===== config.mk =====
export PLATFORM = sky130hd
export DESIGN_NAME = setassoc_tagdir
export DESIGN_NICKNAME = d
export VERILOG_FILES = /design/src/rtl/tagdir_pkg.sv /design/src/rtl/tagdir_ctrl.sv /design/src/rtl/tagdir_datapath.sv /design/src/rtl/setassoc_tagdir.sv
export SDC_FILE = /design/constraint.sdc
export NUM_CORES = 2
export LEC_CHECK = 0
export BUFFER_PORTS_ARGS = -buffer_cell sky130_fd_sc_hd__buf_2
export CAP_MARGIN = 10
export CORE_MARGIN = 2
export CORE_UTILIZATION = 50
export DETAILED_ROUTE_END_ITERATION = 8
export PLACE_DENSITY = 0.65
export SKIP_LAST_GASP = 1
export SLEW_MARGIN = 30
export SYNTH_ARGS = -nofsm -noshare
export SYNTH_HDL_FRONTEND = slang
export SYNTH_SLANG_ARGS = --single-unit

===== constraint.sdc =====
create_clock -name clk -period 13.2 [get_ports clk]
set_clock_uncertainty 0.05 [all_clocks]
set_input_delay 2.64 -clock clk [delete_from_list [all_inputs] [get_ports clk]]
set_output_delay 2.64 -clock clk [all_outputs]
set_load 0.01 [all_outputs]

===== src/rtl/tagdir_pkg.sv =====
package tagdir_pkg;

  typedef struct packed {
    logic lookup;  // accepted request: compare, update, respond
    logic clear;   // drop every line and zero the totals
  } dirStrobe_t;

  function automatic int tagWidth(int addrW, int cacheB, int lineB, int ways);
    return addrW - $clog2(lineB) - $clog2(cacheB / (lineB * ways));
  endfunction

  function automatic int wayWidth(int ways);
    return (ways > 1) ? $clog2(ways) : 1;
  endfunction

endpackage


===== src/rtl/tagdir_ctrl.sv =====
module tagdir_ctrl
  import tagdir_pkg::*;
(
  input  logic       clk,
  input  logic       rstN,
  input  logic       flush,
  input  logic       reqValid,
  output logic       reqReady,
  output logic       rspValid,
  output dirStrobe_t strobe
);

  assign reqReady      = !flush;
  assign strobe.lookup = reqValid && reqReady;
  assign strobe.clear  = flush;

  always_ff @(posedge clk) begin
    if (!rstN) rspValid <= 1'b0;
    else       rspValid <= strobe.lookup;
  end


  rsp_follows_accept_chk: assert property (@(posedge clk) disable iff (!rstN)
    (reqValid && reqReady) |=> rspValid);


  rsp_needs_accept_chk: assert property (@(posedge clk) disable iff (!rstN)
    rspValid |-> $past(reqValid && reqReady));

endmodule


===== src/rtl/tagdir_datapath.sv =====
module tagdir_datapath
  import tagdir_pkg::*;
#(
  parameter int BLK_W   = 28,
  parameter int SETS    = 32,
  parameter int WAYS    = 2,
  parameter int IDX_W   = 5,
  parameter int TAG_W   = 23,
  parameter int WAY_W   = 1,
  parameter int SET_AW  = 5,
  parameter int STAMP_W = 32,
  parameter int CNT_W   = 32
) (
  input  logic             clk,
  input  logic             rstN,
  input  dirStrobe_t       strobe,
  input  logic [BLK_W-1:0] blockAddr,
  output logic             rspHit,
  output logic [WAY_W-1:0] rspWay,
  output logic             rspEvictValid,
  output logic [TAG_W-1:0] rspEvictTag,
  output logic [CNT_W-1:0] hitCount,
  output logic [CNT_W-1:0] missCount
);

  logic [SET_AW-1:0] setIdx;
  logic [TAG_W-1:0]  reqTag;

  assign reqTag = blockAddr[BLK_W-1 -: TAG_W];

  generate
    if (IDX_W > 0) begin : g_indexed
      assign setIdx = blockAddr[IDX_W-1:0];
    end else begin : g_oneSet
      assign setIdx = '0;
    end
  endgenerate

  logic [WAYS-1:0]  validMem [SETS];
  logic [TAG_W-1:0] tagMem   [SETS][WAYS];

  logic [WAYS-1:0]  hitVec;
  logic             anyHit;
  logic             setFull;
  logic [WAY_W-1:0] hitWay, emptyWay, lruWay, fillWay, touchWay;

  always_comb begin
    hitWay   = '0;
    emptyWay = '0;
    for (int w = 0; w < WAYS; w++) begin
      hitVec[w] = validMem[setIdx][w] && (tagMem[setIdx][w] == reqTag);
      if (hitVec[w]) hitWay = WAY_W'(w);
    end
    for (int w = WAYS - 1; w >= 0; w--) begin
      if (!validMem[setIdx][w]) emptyWay = WAY_W'(w);
    end
  end

  assign anyHit   = |hitVec;
  assign setFull  = &validMem[setIdx];
  assign fillWay  = setFull ? lruWay : emptyWay;
  assign touchWay = anyHit ? hitWay : fillWay;

  // Replacement choice: absent for one way, age stamps otherwise
  generate
    if (WAYS == 1) begin : g_direct
      assign lruWay = '0;
    end else begin : g_lru
      logic [STAMP_W-1:0] stampMem [SETS][WAYS];
      logic [STAMP_W-1:0] useClock;
      logic [STAMP_W-1:0] oldest;

      always_comb begin
        lruWay = '0;
        oldest = stampMem[setIdx][0];
        for (int w = 1; w < WAYS; w++) begin
          if (stampMem[setIdx][w] < oldest) begin
            oldest = stampMem[setIdx][w];
            lruWay = WAY_W'(w);
          end
        end
      end

      always_ff @(posedge clk) begin
        if (!rstN)              useClock <= '0;
        else if (strobe.lookup) useClock <= useClock + 1'b1;
      end

      always_ff @(posedge clk) begin
        if (strobe.lookup) stampMem[setIdx][touchWay] <= useClock;
      end
    end
  endgenerate

  always_ff @(posedge clk) begin
    if (!rstN || strobe.clear) begin
      for (int s = 0; s < SETS; s++) validMem[s] <= '0;
    end else if (strobe.lookup && !anyHit) begin
      validMem[setIdx][fillWay] <= 1'b1;
    end
  end

  always_ff @(posedge clk) begin
    if (strobe.lookup && !anyHit) tagMem[setIdx][fillWay] <= reqTag;
  end

  always_ff @(posedge clk) begin
    if (!rstN) begin
      rspHit        <= 1'b0;
      rspWay        <= '0;
      rspEvictValid <= 1'b0;
      rspEvictTag   <= '0;
    end else if (strobe.lookup) begin
      rspHit        <= anyHit;
      rspWay        <= touchWay;
      rspEvictValid <= !anyHit && setFull;
      rspEvictTag   <= (!anyHit && setFull) ? tagMem[setIdx][fillWay] : '0;
    end
  end

  always_ff @(posedge clk) begin
    if (!rstN || strobe.clear) begin
      hitCount  <= '0;
      missCount <= '0;
    end else if (strobe.lookup) begin
      if (anyHit) hitCount  <= hitCount + 1'b1;
      else        missCount <= missCount + 1'b1;
    end
  end


  single_hit_chk: assert property (@(posedge clk) disable iff (!rstN)
    strobe.lookup |-> $onehot0(hitVec));


  no_evict_on_hit_chk: assert property (@(posedge clk) disable iff (!rstN)
    rspHit |-> !rspEvictValid);


  hit_count_chk: assert property (@(posedge clk) disable iff (!rstN)
    (strobe.lookup && anyHit) |=> hitCount == $past(hitCount) + 1'b1);


  miss_count_chk: assert property (@(posedge clk) disable iff (!rstN)
    (strobe.lookup && !anyHit) |=> missCount == $past(missCount) + 1'b1);


  flush_clears_chk: assert property (@(posedge clk) disable iff (!rstN)
    strobe.clear |=> (hitCount == '0) && (missCount == '0));

endmodule


===== src/rtl/setassoc_tagdir.sv =====
module setassoc_tagdir
  import tagdir_pkg::*;
#(
  parameter int CACHE_BYTES = 1024,
  parameter int LINE_BYTES  = 16,
  parameter int WAYS        = 2,
  parameter int ADDR_W      = 32,
  parameter int STAMP_W     = 32,
  parameter int CNT_W       = 32
) (
  input  logic                                                  clk,
  input  logic                                                  rstN,
  input  logic                                                  flush,
  input  logic                                                  reqValid,
  output logic                                                  reqReady,
  input  logic [ADDR_W-1:0]                                     reqAddr,
  output logic                                                  rspValid,
  output logic                                                  rspHit,
  output logic [wayWidth(WAYS)-1:0]                             rspWay,
  output logic                                                  rspEvictValid,
  output logic [tagWidth(ADDR_W,CACHE_BYTES,LINE_BYTES,WAYS)-1:0] rspEvictTag,
  output logic [CNT_W-1:0]                                      hitCount,
  output logic [CNT_W-1:0]                                      missCount
);

  localparam int SETS   = CACHE_BYTES / (LINE_BYTES * WAYS);
  localparam int OFF_W  = $clog2(LINE_BYTES);
  localparam int IDX_W  = $clog2(SETS);
  localparam int TAG_W  = ADDR_W - OFF_W - IDX_W;
  localparam int WAY_W  = wayWidth(WAYS);
  localparam int SET_AW = (IDX_W > 0) ? IDX_W : 1;
  localparam int BLK_W  = ADDR_W - OFF_W;

  dirStrobe_t strobe;

  tagdir_ctrl u_ctrl (
    .clk      (clk),
    .rstN     (rstN),
    .flush    (flush),
    .reqValid (reqValid),
    .reqReady (reqReady),
    .rspValid (rspValid),
    .strobe   (strobe)
  );

  tagdir_datapath #(
    .BLK_W   (BLK_W),
    .SETS    (SETS),
    .WAYS    (WAYS),
    .IDX_W   (IDX_W),
    .TAG_W   (TAG_W),
    .WAY_W   (WAY_W),
    .SET_AW  (SET_AW),
    .STAMP_W (STAMP_W),
    .CNT_W   (CNT_W)
  ) u_dp (
    .clk           (clk),
    .rstN          (rstN),
    .strobe        (strobe),
    .blockAddr     (reqAddr[ADDR_W-1:OFF_W]),
    .rspHit        (rspHit),
    .rspWay        (rspWay),
    .rspEvictValid (rspEvictValid),
    .rspEvictTag   (rspEvictTag),
    .hitCount      (hitCount),
    .missCount     (missCount)
  );

endmodule


### After elaboration in Yosys (flattened, before gate mapping)

Memories as Yosys holds them, arrays and structs flattened.
Cells that the tools add are included.

| operators by class | value |
|---|---|
| add/sub/neg operators | 3 |
| bitwise logic cells | 3 |
| magnitude comparators | 7 |
| reductions and logical operators | 17 |
| equality and inequality tests | 2 |
| multiplexer cells | 27 |

Operator list:

| kind | count |
|---|---|
| 2-to-1 mux 23 bit | 5 |
| adder 32 x 1 -> 32 bit, second input constant | 3 |
| 2-to-1 mux 64 bit | 1 |
| equality test 23 bit | 2 |
| 2-to-1 mux 46 bit | 1 |
| demux 32 bit (select 1 bit) | 1 |
| less-than comparator 32 bit | 1 |
| 2-to-1 mux 32 bit | 1 |
| demux 23 bit (select 1 bit) | 1 |
| 2-to-1 mux 1 bit | 12 |
| logical AND 1 bit | 8 |
| 2-to-1 mux 2 bit | 3 |
| AND reduction 2 bit | 3 |
| 2-to-1 mux 5 bit | 1 |
| >= comparator 2 bit, second input constant | 2 |
| less-than comparator 2 x 1 -> 1 bit, second input constant | 2 |
| inverter 1 -> 2 bit | 2 |
| OR reduction 2 bit | 2 |
| logical NOT 1 bit | 3 |
| less-than comparator 1 x 2 -> 1 bit, second input constant | 1 |
| demux 1 bit (select 1 bit) | 1 |
| >= comparator 1 bit, second input constant | 1 |
| logical OR 1 bit | 1 |
| inverter 1 bit | 1 |

| word-level totals | value |
|---|---|
| memories | 3 |
| output and inout bits | 92 |
| input bits | 36 |
| bits in registers | 123 |
| RAM bits | 3584 |
| logic and storage cells | 70 |

Memory list:

| name | words | bits a word | read ports | clocked after Yosys merged registers in | write ports | RTL line | source |
|---|---|---|---|---|---|---|---|
| u_dp.g_lru.stampMem | 32 | 64 | 1 | 0 | 1 | tagdir_datapath.sv:69 | `logic [STAMP_W-1:0] stampMem [SETS][WAYS];` |
| u_dp.tagMem | 32 | 46 | 1 | 0 | 1 | tagdir_datapath.sv:40 | `logic [TAG_W-1:0] tagMem [SETS][WAYS];` |
| u_dp.validMem | 32 | 2 | 1 | 0 | 32 | tagdir_datapath.sv:39 | `logic [WAYS-1:0] validMem [SETS];` |

### Logic depth before layout (Yosys ltp)

An unclocked memory read counts as a cell.

| depth | value |
|---|---|
| depth in word-level cells | 11 |
| depth in mapped cells | 25 |
| depth with buffers taken out | 14 |

### Hierarchy

Synthesis repeated with hierarchy kept, for this count alone.

| second synthesis, totals | value |
|---|---|
| cells, all modules | 7429 |
| area total of the unflattened synthesis | 143752.9 sq um |

By module, submodules not included:

| module | area each (sq um) | seq. area each (sq um) | instances | cells each |
|---|---|---|---|---|
| tagdir_datapath | 143706.6 | 109424.9 | 1 | 7424 |
| tagdir_ctrl | 46.3 | 20.0 | 1 | 5 |

### Least setup slack after synthesis

No wires, ideal clock.

| path | value |
|---|---|
| path kind | input -> register |
| start | input reqAddr[5] |
| end | memory u_dp.g_lru.stampMem[12][0] (netlist name) (enable) |
| arrival | 9.976 ns |
| cell stages on the path | 25 |
| path slack | 2.712 ns |
| buffers on the path | 12 |
| library setup time | 0.461 ns |
| required time | 12.689 ns |
| cell sequence | buf_2 -> buf_4 -> buf_2 -> buf_4 -> buf_2 -> buf_2 -> buf_2 -> buf_1 -> clkbuf_1 -> buf_1 -> mux4_2 -> a22oi_1 -> nand4_1 -> ha_1 -> a21o_1 -> a21o_1 -> a211oi_1 -> o221ai_1 -> a221oi_1 -> o21a_1 -> o21a_1 -> buf_2 -> a21boi_1 -> buf_2 -> nor3_1 |

| between the ends | value |
|---|---|
| longest elaborated chain between the ends | 11 |
| elaborated cells on any way between the ends | 23 |
| those cells by class | order compare (3); eq/ne (2); mux (9); bitwise (1); reduce/logical (5); memory (3) |

Ends and longest elaborated chain:

| element | RTL line | source |
|---|---|---|
| from (decl) | setassoc_tagdir.sv:16 | `input logic [ADDR_W-1:0] reqAddr,` |
| memory read (32 x 64 bit) (tied with other cells) | -- |  |
| less-than comparator 32 bit (tied with other cells) | tagdir_datapath.sv:77 | `if (stampMem[setIdx][w] < oldest) begin` |
| 2-to-1 mux 1 bit (tied with other cells) | tagdir_datapath.sv:77 |  |
| 2-to-1 mux 1 bit (tied with other cells) | tagdir_datapath.sv:61 | `assign fillWay = setFull ? lruWay : emptyWay;` |
| 2-to-1 mux 1 bit | tagdir_datapath.sv:62 | `assign touchWay = anyHit ? hitWay : fillWay;` |
| inverter 1 -> 2 bit (not written as such) | tagdir_datapath.sv:90 | `if (strobe.lookup) stampMem[setIdx][touchWay] <= useClock;` |
| >= comparator 2 bit (not written as such) or less-than comparator 2 x 1 -> 1 bit (tied branches) | tagdir_datapath.sv:90 |  |
| logical AND 1 bit (not written as such) | tagdir_datapath.sv:90 |  |
| 2-to-1 mux 32 bit (not written as such) | tagdir_datapath.sv:90 |  |
| demux 32 bit (select 1 bit) | tagdir_datapath.sv:90 |  |
| 2-to-1 mux 64 bit (not written as such) | tagdir_datapath.sv:90 |  |
| to (decl) | tagdir_datapath.sv:69 |  |

Parallel ways exist; a longest one is shown, timed or not.

### Worst setup path in the final report

| path | value |
|---|---|
| start | input reqAddr[4] |
| end | memory u_dp.tagMem[19][12] (netlist name) (enable) |

| between the ends | value |
|---|---|
| longest elaborated chain between the ends | 10 |
| elaborated cells on any way between the ends | 24 |
| those cells by class | order compare (3); eq/ne (2); mux (8); bitwise (1); reduce/logical (7); memory (3) |

Ends and longest elaborated chain:

| element | RTL line | source |
|---|---|---|
| memory read (32 x 64 bit) or memory read (32 x 2 bit) (tied branches) | -- |  |
| less-than comparator 32 bit or 2-to-1 mux 1 bit (tied branches) | tagdir_datapath.sv:77, tagdir_datapath.sv:55 |  |
| 2-to-1 mux 1 bit (on tied branches) | tagdir_datapath.sv:77, tagdir_datapath.sv:55 |  |
| 2-to-1 mux 1 bit | tagdir_datapath.sv:61 |  |
| inverter 1 -> 2 bit (not written as such) | tagdir_datapath.sv:104 | `if (strobe.lookup && !anyHit) tagMem[setIdx][fillWay] <= reqTag;` |
| >= comparator 2 bit (not written as such) or less-than comparator 2 x 1 -> 1 bit (tied branches) | tagdir_datapath.sv:104 |  |
| logical AND 1 bit (not written as such) | tagdir_datapath.sv:104 |  |
| 2-to-1 mux 23 bit (not written as such) | tagdir_datapath.sv:104 |  |
| demux 23 bit (select 1 bit) | tagdir_datapath.sv:104 |  |
| 2-to-1 mux 46 bit (not written as such) | tagdir_datapath.sv:104 |  |
| to (decl) | tagdir_datapath.sv:40 |  |

Parallel ways exist; a longest one is shown, timed or not.

==> results.md <==
* Top FF cell, synth: edfxtp_1
* Vias in the first global route at 73200
* Initial DRC count at 11300
* Initial antenna violation count at 7
* CTS clock-pin slew for the worst setup and hold paths at 60 ps
* Final Net Count at 7694
* Power density over the cells at 148 nW/um2
* EDFF count, synth at 3520
* Status: finished, final reports clean
* Async S/R FF share, synth at 0
* Die width at 538 um
* Hpwl dp at 202000 um
* Required @ worst endpoint at 13670 ps
* Initial Util at 0.501
* Post-synth net total at 7371
* DRT Pass-1 Iters at 8
* Crit path arrival time at 10310 ps
* Sequential area share after synthesis at 0.768
* Reg2reg start: u_dp.g_lru.stampMem[6][35]$_DFFE_PP_
* Clk root buf: clkbuf_16
* Global Route Usage Sum at 0.266
* First-pass GRT wire length at 546000 um
* CTS resizes at 0
* Design area at 161000 um2
* Hold Buf Count CTS at 0
* Synth area leader: edfxtp_1
* Final hold violation count at 0
* Post-Synth Adder-Cell Area at 0.00298
* Clock sink total at 3707
* I/O pins at 128
* Min Tclk post-route at 9840 ps
* Syn Inst Count at 7301
* Synth Area in Compound Gates at 0.0435
* Period utilization at 0.745
* Final Util at 0.567
* Critical path fanouts, max at 88
* Pins Over Slew Limit at 0
* Syn Area/Cell at 19.5 um2
* Largest family of logic cells by synthesized area: multiplexers
* Xor/xnor share of the synthesized area at 0.00154
* Leakage at 0.0523 uW
* Worst Hold Launch: u_dp.validMem[30][1]$_DFF_P_
* Area occupied by multi-input gates at 32200 um2
* DR DRC count at 0
* Critical path class: input port to flop
* Die footprint at 289000 um2
* Number of CTS-inserted buffers at 368
* Post-CTS Setup Repair Bufs at 0
* Max_cap viols at 0
* RSZ-0062 raised after global routing: no
* Setup TNS at 0 ps
* Synth warn at 0
* Yosys top cell area share at 0.742
* Reg area at 110000 um2
* Worst-margin pin slew at 1160 ps
* Peak VDD IR at 0.139 mV
* HP Class: flop to flop
* Rows at 196
* Max H-tree Level at 5
* Remaining antenna violation count at 0
* Final WL at 391000 um
* Via count at 75900
* Port-buffer cells at 123
* Vias per inst at 6.49
* Worst setup startpoint: reqAddr[4]
* Chip height at 538 um
* CP Launch Type: input port
* Endpoints failing setup at 0
* F_max at 0.102 GHz
* Share of layout cells above drive strength 1 at 0.204
* GPL Wtd Cong at 0.816
* Core area at 284000 um2
* Largest net degree at the start of global routing at 134
* Overflow after GRT at 0
* Number of fill cells at 21000
* Synth area leaders: edfxtp_1 (74%), mux4_2 (8.2%), mux2i_1 (5.6%)
* Relative slew slack at 0.225
* Crit end category: flop
* Layout area overhead at 13.2%
* Wire per inst at 33.5 um
* Simple-Gate Fraction of Synth Area at 0.0325
* Worst-case clock buffer depth at 4
* TritonCTS clock tree: yes
* Distinct cells, synth at 63
* Mux cell area share after synthesis at 0.138
* Later-pin clock latency in the skew report at 890 ps
* Mapped cell area at 143000 um2
* Placed Area at 150000 um2
* Yosys reg bits at 3707
==> registers in the layout, summed over array words and instances (netlist names) <==
| register | flops |
|---|---|
| u_dp.rspEvictValid | 1 |
| u_dp.tagMem | 1472 |
| u_dp.missCount | 32 |
| u_dp.g_lru.stampMem | 2048 |
| u_dp.rspWay | 1 |
| u_dp.hitCount | 32 |
| u_ctrl.rspValid | 1 |
| u_dp.g_lru.useClock | 32 |
| u_dp.rspHit | 1 |
| u_dp.validMem | 64 |
| u_dp.rspEvictTag | 23 |
==> per-layer routing <==
layer / wire (um) / vias to the layer above / GRT usage
li1: - / 31000 / -
met1: 153000 / 40100 / 0.374
met2: 188000 / 4036 / 0.430
met3: 34900 / 737 / 0.0382
met4: 14800 / 2 / 0.0950
met5: 11 / - / 0.000987
==> cell type report <==
cell class,count,area share
Tap cell,3762,0.0292
Sequential cell,3707,0.679
Inverter,13,0.000302
Clock buffer,468,0.0617
Timing Repair Buffer,387,0.0195
Multi-Input combinational cell,3147,0.199
Clock inverter,191,0.0110
Antenna cell,6,0.0000930
==> path summary, 6_finish.rpt <==
check,end,slack [ps],depth (start not counted)
worst min register to register,u_dp.validMem[30][1]$_DFF_P_,400,2
worst max-delay path,u_dp.tagMem[19][12]$_DFFE_PP_,3360,17
worst max register to register,u_dp.tagMem[19][12]$_DFFE_PP_,6390,15
worst min-delay path,u_dp.validMem[30][1]$_DFF_P_,400,2
==> stage by stage <==
step,hold WS (ps),total power [uW],cells,worst slack (ps)
floorplan,370,13500,7301,2710
global placement,378,13900,11000,2020
detailed placement,390,13900,11000,2640
CTS,403,24000,11700,3530
global route,425,24500,11700,3170
finish,400,23900,11700,3360
==> worst max-delay path, stage by stage <==
cell,delay [ps]
buf_8,420
buf_12,560
mux4_2,600
a22o_1,250
a221oi_1,350
and3_1,290
ha_1,310
a21oi_1,210
nor2_1,60
a211oi_1,360
o221ai_1,400
a221oi_1,410
o21a_2,270
o21a_4,570
nand3_4,880
nor2_4,720
buf_4,440
==> cells by family (layout without fill, tap and decap cells) <==
kind of cell    Yosys count  in the layout
flops                  3707           3707
mux                    1315           1315
compound gates          917            917
simple gates            856            856
buf+inv                 447           1059
fa+ha+maj                34             34
xor+xnor                 25             25
other cells               0              6
==> where the power goes <==
| part | internal [uW] | switching, uW |
|---|---|---|
| Combinational | 260 | 587 |
| Sequential | 12800 | 7.79 |
| Clock | 5950 | 4330 |
==> cell usage after synthesis, types with 34 or more instances <==
master and number:
mux2i_1 797, mux4_2 518, edfxtp_1 3520, o21ai_0 45
nor3_1 76, a21oi_1 111, nand2_1 201, nor2_1 98
clkbuf_1 217, and3_1 107, a22o_1 39, ha_1 34
or4_1 34, buf_1 60, nand3_1 38, dfxtp_1 187
nand4_1 69, a22oi_1 194, nand2b_1 41, o22ai_1 377
nor4_1 106, buf_2 130
==> cell usage in the layout, fill, tap and decap left out, drive strengths merged, types with 32 or more instances in the layout <==
cell,synthesis,routed
edfxtp,3520,3520
mux2i,797,797
mux4,518,518
clkbuf,217,468
buf,217,387
o22ai,378,378
nand2,201,201
a22oi,194,194
dfxtp,187,187
clkinv,0,144
a21oi,111,111
nor4,109,109
and3,107,107
nor2,98,98
nor3,76,76
nand4,69,69
o21ai,54,54
nand2b,41,41
a22o,39,39
nand3,39,39
or4,35,35
ha,34,34
a221oi,33,33
and2,33,33
o31ai,33,33
bufinv,0,32
(Power assumes the default switching activity.)
